[config.mk]
export PLATFORM = sky130hd
export DESIGN_NAME = ocmp_channel
export DESIGN_NICKNAME = d
export VERILOG_FILES = /design/src/rtl/ocmp_pkg.sv /design/src/rtl/ocmp_regs.sv /design/src/rtl/ocmp_match.sv /design/src/rtl/ocmp_latch.sv /design/src/rtl/ocmp_channel.sv
export SDC_FILE = /design/constraint.sdc
export NUM_CORES = 1
export LEC_CHECK = 0
export BUFFER_PORTS_ARGS = -buffer_cell sky130_fd_sc_hd__buf_2
export CORE_MARGIN = 4
export CORE_UTILIZATION = 53
export CTS_CLUSTER_DIAMETER = 150
export DETAILED_ROUTE_END_ITERATION = 16
export GPL_TIMING_DRIVEN = 0
export HOLD_SLACK_MARGIN = 0.12
export PLACE_DENSITY = 0.85
export SYNTH_ARGS = -nofsm -noshare
export SYNTH_HDL_FRONTEND = slang
export SYNTH_SLANG_ARGS = --single-unit
[constraint.sdc]
create_clock -name clk -period 2.3 [get_ports clk]
set_clock_uncertainty 0.15 [all_clocks]
set_input_delay 0 -clock clk [delete_from_list [all_inputs] [get_ports clk]]
set_output_delay 0 -clock clk [all_outputs]
set_load 0.02 [all_outputs]
[src/rtl/ocmp_pkg.sv]
package ocmp_pkg;

    localparam int BYTE_W = 8;
    localparam int ADDR_W = 3;

    localparam logic [ADDR_W-1:0] A_HOLD_LO = 3'd0;
    localparam logic [ADDR_W-1:0] A_HOLD_HI = 3'd1;
    localparam logic [ADDR_W-1:0] A_CTRL    = 3'd2;
    localparam logic [ADDR_W-1:0] A_STAT    = 3'd3;
    localparam logic [ADDR_W-1:0] A_ACT_LO  = 3'd4;
    localparam logic [ADDR_W-1:0] A_ACT_HI  = 3'd5;

    typedef enum logic [1:0] {
        OCM_HOLD = 2'b00,
        OCM_SET  = 2'b01,
        OCM_CLR  = 2'b10,
        OCM_TOG  = 2'b11
    } ocm_mode_e;

    typedef struct packed {
        logic      ch_ie;
        logic      upd;
        logic      frc;
        ocm_mode_e mode;
    } ocm_ctrl_t;

    localparam int CTRL_W = $bits(ocm_ctrl_t);

    function automatic logic ocm_apply(ocm_mode_e m, logic cur);
        case (m)
            OCM_SET: return 1'b1;
            OCM_CLR: return 1'b0;
            OCM_TOG: return ~cur;
            default: return cur;
        endcase
    endfunction

endpackage

[src/rtl/ocmp_regs.sv]
module ocmp_regs
    import ocmp_pkg::*;
#(
    parameter int CNT_W = 16
) (
    input  logic                  clk,
    input  logic                  rst,
    input  logic                  wr_en,
    input  logic [ADDR_W-1:0]     addr,
    input  logic [BYTE_W-1:0]     wdata,
    input  logic                  flag,
    output logic [BYTE_W-1:0]     rd_data,
    output logic [CNT_W-1:0]      act_val,
    output ocm_mode_e             mode,
    output logic                  ch_ie,
    output logic                  force_pulse,
    output ocm_mode_e             force_mode,
    output logic                  clr_req,
    output logic                  upd_pend
);
    localparam int HI_W = CNT_W - BYTE_W;

    logic [CNT_W-1:0] hold_q;
    logic [CNT_W-1:0] act_q;
    ocm_ctrl_t        ctrl_q;
    ocm_ctrl_t        ctrl_wr;

    logic sel_lo, sel_hi, sel_ctrl, sel_stat;

    assign ctrl_wr  = ocm_ctrl_t'(wdata[CTRL_W-1:0]);
    assign sel_lo   = wr_en && (addr == A_HOLD_LO);
    assign sel_hi   = wr_en && (addr == A_HOLD_HI);
    assign sel_ctrl = wr_en && (addr == A_CTRL);
    assign sel_stat = wr_en && (addr == A_STAT);

    always_ff @(posedge clk) begin
        if (rst) begin
            hold_q <= '0;
            act_q  <= '0;
            ctrl_q <= '0;
        end else begin
            if (sel_lo) hold_q[BYTE_W-1:0]     <= wdata;
            if (sel_hi) hold_q[CNT_W-1:BYTE_W] <= wdata[HI_W-1:0];
            if (ctrl_q.upd) begin
                act_q      <= hold_q;
                ctrl_q.upd <= 1'b0;
            end
            if (sel_ctrl) begin
                ctrl_q.mode  <= ctrl_wr.mode;
                ctrl_q.ch_ie <= ctrl_wr.ch_ie;
                if (ctrl_wr.upd) ctrl_q.upd <= 1'b1;
            end
        end
    end

    assign act_val     = act_q;
    assign mode        = ctrl_q.mode;
    assign ch_ie       = ctrl_q.ch_ie;
    assign upd_pend    = ctrl_q.upd;
    assign force_pulse = sel_ctrl && ctrl_wr.frc;
    assign force_mode  = ctrl_wr.mode;
    assign clr_req     = sel_stat && !wdata[0];

    always_comb begin
        ocm_ctrl_t rd_ctrl;
        rd_ctrl     = ctrl_q;
        rd_ctrl.frc = 1'b0;
        case (addr)
            A_HOLD_LO: rd_data = hold_q[BYTE_W-1:0];
            A_HOLD_HI: rd_data = BYTE_W'(hold_q[CNT_W-1:BYTE_W]);
            A_CTRL:    rd_data = BYTE_W'(rd_ctrl);
            A_STAT:    rd_data = BYTE_W'(flag);
            A_ACT_LO:  rd_data = act_q[BYTE_W-1:0];
            A_ACT_HI:  rd_data = BYTE_W'(act_q[CNT_W-1:BYTE_W]);
            default:   rd_data = '0;
        endcase
    end

endmodule

[src/rtl/ocmp_match.sv]
module ocmp_match
    import ocmp_pkg::*;
#(
    parameter int CNT_W = 16
) (
    input  logic             clk,
    input  logic             rst,
    input  logic [CNT_W-1:0] tmr_cnt,
    input  logic [CNT_W-1:0] tmr_top,
    input  logic [CNT_W-1:0] act_val,
    input  logic             clr_req,
    output logic             hit,
    output logic             evt,
    output logic             flag
);
    logic hit_q;

    assign hit = (tmr_cnt == act_val) && (act_val <= tmr_top);
    assign evt = hit && !hit_q;

    always_ff @(posedge clk) begin
        if (rst) begin
            hit_q <= 1'b0;
            flag  <= 1'b0;
        end else begin
            hit_q <= hit;
            if (evt)          flag <= 1'b1;
            else if (clr_req) flag <= 1'b0;
        end
    end

endmodule

[src/rtl/ocmp_latch.sv]
module ocmp_latch
    import ocmp_pkg::*;
(
    input  logic      clk,
    input  logic      rst,
    input  logic      evt,
    input  logic      force_pulse,
    input  ocm_mode_e mode,
    input  ocm_mode_e force_mode,
    output logic      latch
);
    ocm_mode_e sel_mode;

    assign sel_mode = force_pulse ? force_mode : mode;

    always_ff @(posedge clk) begin
        if (rst)                     latch <= 1'b0;
        else if (evt || force_pulse) latch <= ocm_apply(sel_mode, latch);
    end

endmodule

[src/rtl/ocmp_channel.sv]
module ocmp_channel
    import ocmp_pkg::*;
#(
    parameter int CNT_W = 16
) (
    input  logic              clk,
    input  logic              rst,
    input  logic              wr_en,
    input  logic [ADDR_W-1:0] addr,
    input  logic [BYTE_W-1:0] wdata,
    output logic [BYTE_W-1:0] rd_data,
    input  logic [CNT_W-1:0]  tmr_cnt,
    input  logic [CNT_W-1:0]  tmr_top,
    input  logic              glb_ie,
    input  logic              unit_ie,
    input  logic              out_en,
    output logic              cmp_pin,
    output logic              irq
);
    logic [CNT_W-1:0] act_val;
    ocm_mode_e        mode, force_mode;
    logic             ch_ie, force_pulse, clr_req, upd_pend;
    logic             hit, evt, flag, latch;

    ocmp_regs #(.CNT_W(CNT_W)) regs_i (
        .clk(clk), .rst(rst), .wr_en(wr_en), .addr(addr), .wdata(wdata),
        .flag(flag), .rd_data(rd_data), .act_val(act_val), .mode(mode),
        .ch_ie(ch_ie), .force_pulse(force_pulse), .force_mode(force_mode),
        .clr_req(clr_req), .upd_pend(upd_pend)
    );

    ocmp_match #(.CNT_W(CNT_W)) match_i (
        .clk(clk), .rst(rst), .tmr_cnt(tmr_cnt), .tmr_top(tmr_top),
        .act_val(act_val), .clr_req(clr_req), .hit(hit), .evt(evt), .flag(flag)
    );

    ocmp_latch latch_i (
        .clk(clk), .rst(rst), .evt(evt), .force_pulse(force_pulse),
        .mode(mode), .force_mode(force_mode), .latch(latch)
    );

    assign cmp_pin = out_en && latch;
    assign irq     = flag && ch_ie && glb_ie && unit_ie;

endmodule

## Word level (Yosys, flattened, before mapping)

Cells that the tools add are included.

| word-level totals | value |
|---|---|
| register bits after elaboration | 39 |
| bits of input ports | 49 |
| output and inout port bits | 10 |

| cells by class | value |
|---|---|
| $lt $le $gt $ge | 1 |
| eq/ne operators | 9 |
| multiplexer cells | 6 |
| bitwise gates (word level) | 2 |
| reduce and logical (&&, ||, !) cells | 20 |

Operator list:

| kind | number |
|---|---|
| $pmux 8 s6 | 1 |
| $eq 16x16->1 | 1 |
| $le 16x16->1 | 1 |
| $logic_and 1x1->1 | 12 |
| $eq 3x2->1 const B | 2 |
| $eq 3x3->1 const B | 2 |
| $eq 2x2->1 const B | 2 |
| $eq 3x1->1 const B | 1 |
| $logic_not 3->1 | 1 |
| $mux 1 | 3 |
| $pmux 1 s3 | 1 |
| $reduce_bool 3->1 | 1 |
| $eq 2x1->1 const B | 1 |
| $logic_not 1->1 | 2 |
| $mux 2 | 1 |
| $not 1->1 | 2 |
| $reduce_and 2->1 | 1 |
| $reduce_bool 2->1 | 1 |
| $reduce_or 2->1 | 1 |
| $logic_or 1x1->1 | 1 |

## Logic depth before layout (Yosys ltp)

| depth | value |
|---|---|
| depth in word-level cells | 7 |
| gate-level depth with buffers | 8 |
| gate-level depth less buffers | 8 |

## By module

Synthesis repeated with hierarchy kept, for this count alone.

| unflattened totals | value |
|---|---|
| cells, all modules | 263 |
| area total of the unflattened synthesis | 2459.9 um2 |

By module, submodules not included:

| module | instances | cells an instance | area an instance (um2) |
|---|---|---|---|
| ocmp_regs | 1 | 168 | 1697.9 |
| ocmp_match | 1 | 86 | 686.9 |
| ocmp_latch | 1 | 7 | 60.1 |
| ocmp_channel | 1 | 2 | 15.0 |

## Worst setup path after synthesis

No wires, ideal clock.

| timing path | value |
|---|---|
| path type | register to register |
| from | reg regs_i.act_q[15] (netlist: regs_i.act_val[15]) |
| to | reg latch_i.latch |
| arrival | 1.717 ns |
| slack | 0.340 ns |
| cell stages (with the launch flop) | 7 |
| path buffers | 0 |
| clock period less this slack | 1.960 ns |
| cells stage by stage | dfxtp_1 -> ha_1 -> nand4_1 -> nor4_1 -> a31oi_1 -> or3_1 -> o311ai_2 |

| on the way | value |
|---|---|
| word-level cells in the longest chain between the ends | 5 |
| elaborated cells between the ends (all ways) | 6 |
| classes of those cells | order compare (1); eq/ne (1); reduce/logical (4) |

RTL lines:

| item | line | source |
|---|---|---|
| from (decl) | ocmp_regs.sv:24 | `logic [CNT_W-1:0] act_q;` |
| from (signal assigned) | ocmp_regs.sv:45 | `act_q <= hold_q;` |
| $le 16x16->1 or $eq 16x16->1 (tied branches) | ocmp_match.sv:18 | `assign hit = (tmr_cnt == act_val) && (act_val <= tmr_top);` |
| $logic_and 1x1->1 * | ocmp_match.sv:18 |  |
| $logic_and 1x1->1 * | ocmp_match.sv:19 | `assign evt = hit && !hit_q;` |
| $logic_or 1x1->1 * | ocmp_latch.sv:18 | `else if (evt \|\| force_pulse) latch <= ocm_apply(sel_mode, latch);` |
| $reduce_and 2->1 (no source line) * | n/a |  |
| to (signal assigned) | ocmp_latch.sv:18 |  |
| to (decl) | ocmp_latch.sv:10 | `output logic latch` |

Mark *: on every way between the ends. The rest lies on a longest branch, timed or not.
A chain may end at the register's enable or synchronous reset.

## Worst setup path in the final report

| timing path | value |
|---|---|
| from | reg regs_i.act_q[11] (netlist: regs_i.act_val[11]) |
| to | reg latch_i.latch |

The elaborated chain is that of the path after synthesis.

==> flow_summary.toml <==
[status]
status = "complete, no violations"

[grt]
grt_use_total_pct = 24.1
met3_usage_pct = 4.59
grt_util_met1_pct = 29.4
grt-ovfl-total = 0
grt_max_degree = 13
top_usage_layer = "met2"
use_met2_pct = 40.9
grt_pass1_wl_mm = 10.0
antenna_found_initial = 0
grt_pass1_vias = 2169

[detailed_routing]
wirelength_mm = 6.52
vias = 2255
post_drt_wl_per_cell_um = 16.3
firstDrtPassIters = 4
drc_errors = 0
vias_per_cell = 5.65
first_iter_violations = 95
ant_nets = 0

[floorplanning]
start_util_pct = 56.5
die_h_um = 74.4
die_area_um2 = 5540
core_area_um2 = 4140
die_w_um = 74.4
rows = 23
io_pins = 59

[finish]
final_cell_mix = "61 x buf_2, 38 x nand2_1, 35 x dfxtp_1"
final_common_cell = "buf_2"
antennaDiodeCount = 0
nNetsFinal = 413
area_delta_synth_final_pct = 28.0
layout-drive-gt1-share_pct = 26.9
regArea_um2 = 786
multiInputGateArea_um2 = 1460
nFillCells = 329

[critical_path]
cpMaxStageDelayCell = "or3_4"
arrival_ns = 2.32
slowest_delay_ns = 0.41
required_ns = 2.36
cp_cell_sequence = "ha_1 -> nand4_1 -> nor4_1 -> a31oi_2 -> or3_4 -> o311ai_2"
path_max_fanout = 4
r2r_slack_ns = 0.03
end_kind = "register"
worstSetupPathType = "register to register"
crit_path_start_kind = "register"

[synthesis]
syn-cell-area_um2 = 2340
synth_edf_count = 0
synth_cell_types = 41
synthArstFlopShare_pct = 0
syn_area_per_cell_um2 = 8.73
yosysWarnings = 0
syn_nets = 333
synth_seq_cells = 39
synth_ff_type = "dfxtp_1"
seq_area_frac_synth_pct = 33.4
synthCells = 268

[timing]
period_minus_slack_ns = 2.27
hold_viol_final = 0
fmax_mhz = 441
tns_ns = 0
fin_crit_sh_pct = 98.5
worst_pin_slew_ns = 0.604
setup-violations-final = 0
slew_headroom_pct = 59.5
final_max_slew_viol_count = 0

[clock_network]
clockBufferDepth = 2
insertion_delay_ns = 0.30
clk_pin_slew_ns = 0.08
cts_tree = "done"
cts_root_buffer = "clkbuf_8"
numCtsBuffers = 5
cts.sinks = 39
h-tree-depth = 2

[place]
place_congestion = 0.850
io_buffers = 56
hpwlAfterDp_mm = 4.63

[pwr]
peakVddDrop_v = 0.000555
powerDensity_nw_per_um2 = 496
p_leak_nw = 1.31
total_power_mw = 1.49

[hold_path]
hp-class = "input pin to register"

[job]
maxCapViolCount = 0
==> what timing repair did <==
action / in CTS / in global routing
gates resized for setup: 1 / 7
setup buffers: 0 / 2
hold endpoints to repair: 25 / 0
gates cloned: 0 / 0
pin swaps: 0 / 4
endpoints found under the setup margin: 1 / 2
hold buffers: 15 / 0
==> worst paths after layout <==
check / depth (start not counted) / endpoint / startpoint
worst max-delay path: 6 / latch_i.latch / regs_i.act_val[11]
worst min-delay path: 5 / regs_i.hold_q[8] / addr[0]
worst max register to register: 6 / latch_i.latch / regs_i.act_val[11]
worst min register to register: 2 / regs_i.hold_q[6] / regs_i.hold_q[6]
==> metrics by stage <==
| stage | hold WS, ns | instance area, um2 | worst slack, ns | util (%) | cells |
|---|---|---|---|---|---|
| 2_1_floorplan | -0.0140 | 2340 | 0.340 | - | 268 |
| 3_3_place_gp | 0.108 | 2680 | 0.0955 | 64.7 | 374 |
| 3_5_place_dp | 0.112 | 2680 | 0.0141 | 64.7 | 374 |
| 4_1_cts | 0.136 | 2950 | 0.0148 | 71.2 | 397 |
| 5_1_grt | 0.148 | 2990 | -0.0277 | 72.3 | 399 |
| 6_report | 0.0914 | 2990 | 0.0341 | 72.3 | 399 |
==> layer usage <==
metal	share of wire, %	vias to the layer above
li1	-	1089
met2	48	117
met5	0	-
met3	10	17
met1	40	1032
met4	2.3	0
==> cells by family (layout without fill, tap and decap cells) <==
kind of cell    Yosys count  in the layout  share of synthesized area (%)
compound gates           42             42                           10.5
flops                    39             39                           33.4
simple gates             95             95                           20.4
fa+ha+maj                16             16                           8.56
mux                      28             28                           15.7
buf+inv                  32            113                           5.40
xor+xnor                 16             16                           5.99
==> worst max-delay path: cells and delay by family (launching register included) <==
kind | cells | cell delay, ns
flip-flops | 1 | 0.36
adder cells (fa/ha/maj) | 1 | 0.33
AO/OA/AOI/OAI | 2 | 0.37
AND/OR/NAND/NOR | 3 | 0.95
==> power breakdown <==
group / switching [mW] / internal (mW) / total (mW)
sequential: 0.00785 / 0.685 / 0.693
clock: 0.244 / 0.351 / 0.594
combinational: 0.103 / 0.0950 / 0.198
==> cells in the mapped netlist (all sizes together) (2+ instances only) <==
cell	count	share of area (%)
a31oi	3	0.80
clkbuf	5	0.80
mux2i	21	9.0
ha	16	8.6
nand2b	3	0.80
o21ai	6	1.3
nand3	3	0.64
nand2	38	6.1
nand4	5	1.3
dfxtp	39	33
nor4	5	2.5
mux4	7	6.7
xor2	16	6.0
nor3	3	0.86
nor2	24	3.9
a21oi	25	5.3
nor2b	6	1.6
buf	7	1.4
inv	20	3.2
and2	2	0.59
==> flip-flops by register name (all words and copies together) (netlist names) <==
name,cells
regs_i.ch_ie,1
latch_i.latch,1
match_i.hit_q,1
match_i.flag,1
regs_i.mode,2
regs_i.hold_q,16
regs_i.act_val,16
regs_i.upd_pend,1
==> final cells by class <==
cell class / count / area share (%)
multi-input combinational: 197 / 48.6
sequential: 39 / 26.2
timing repair buffer: 73 / 14.9
clock buffer: 6 / 2.76
inverter: 20 / 2.51
tap: 50 / 2.09
buffer: 12 / 1.71
clock inverter: 2 / 1.17
No activity file was read; power rests on OpenSTA's default activity.
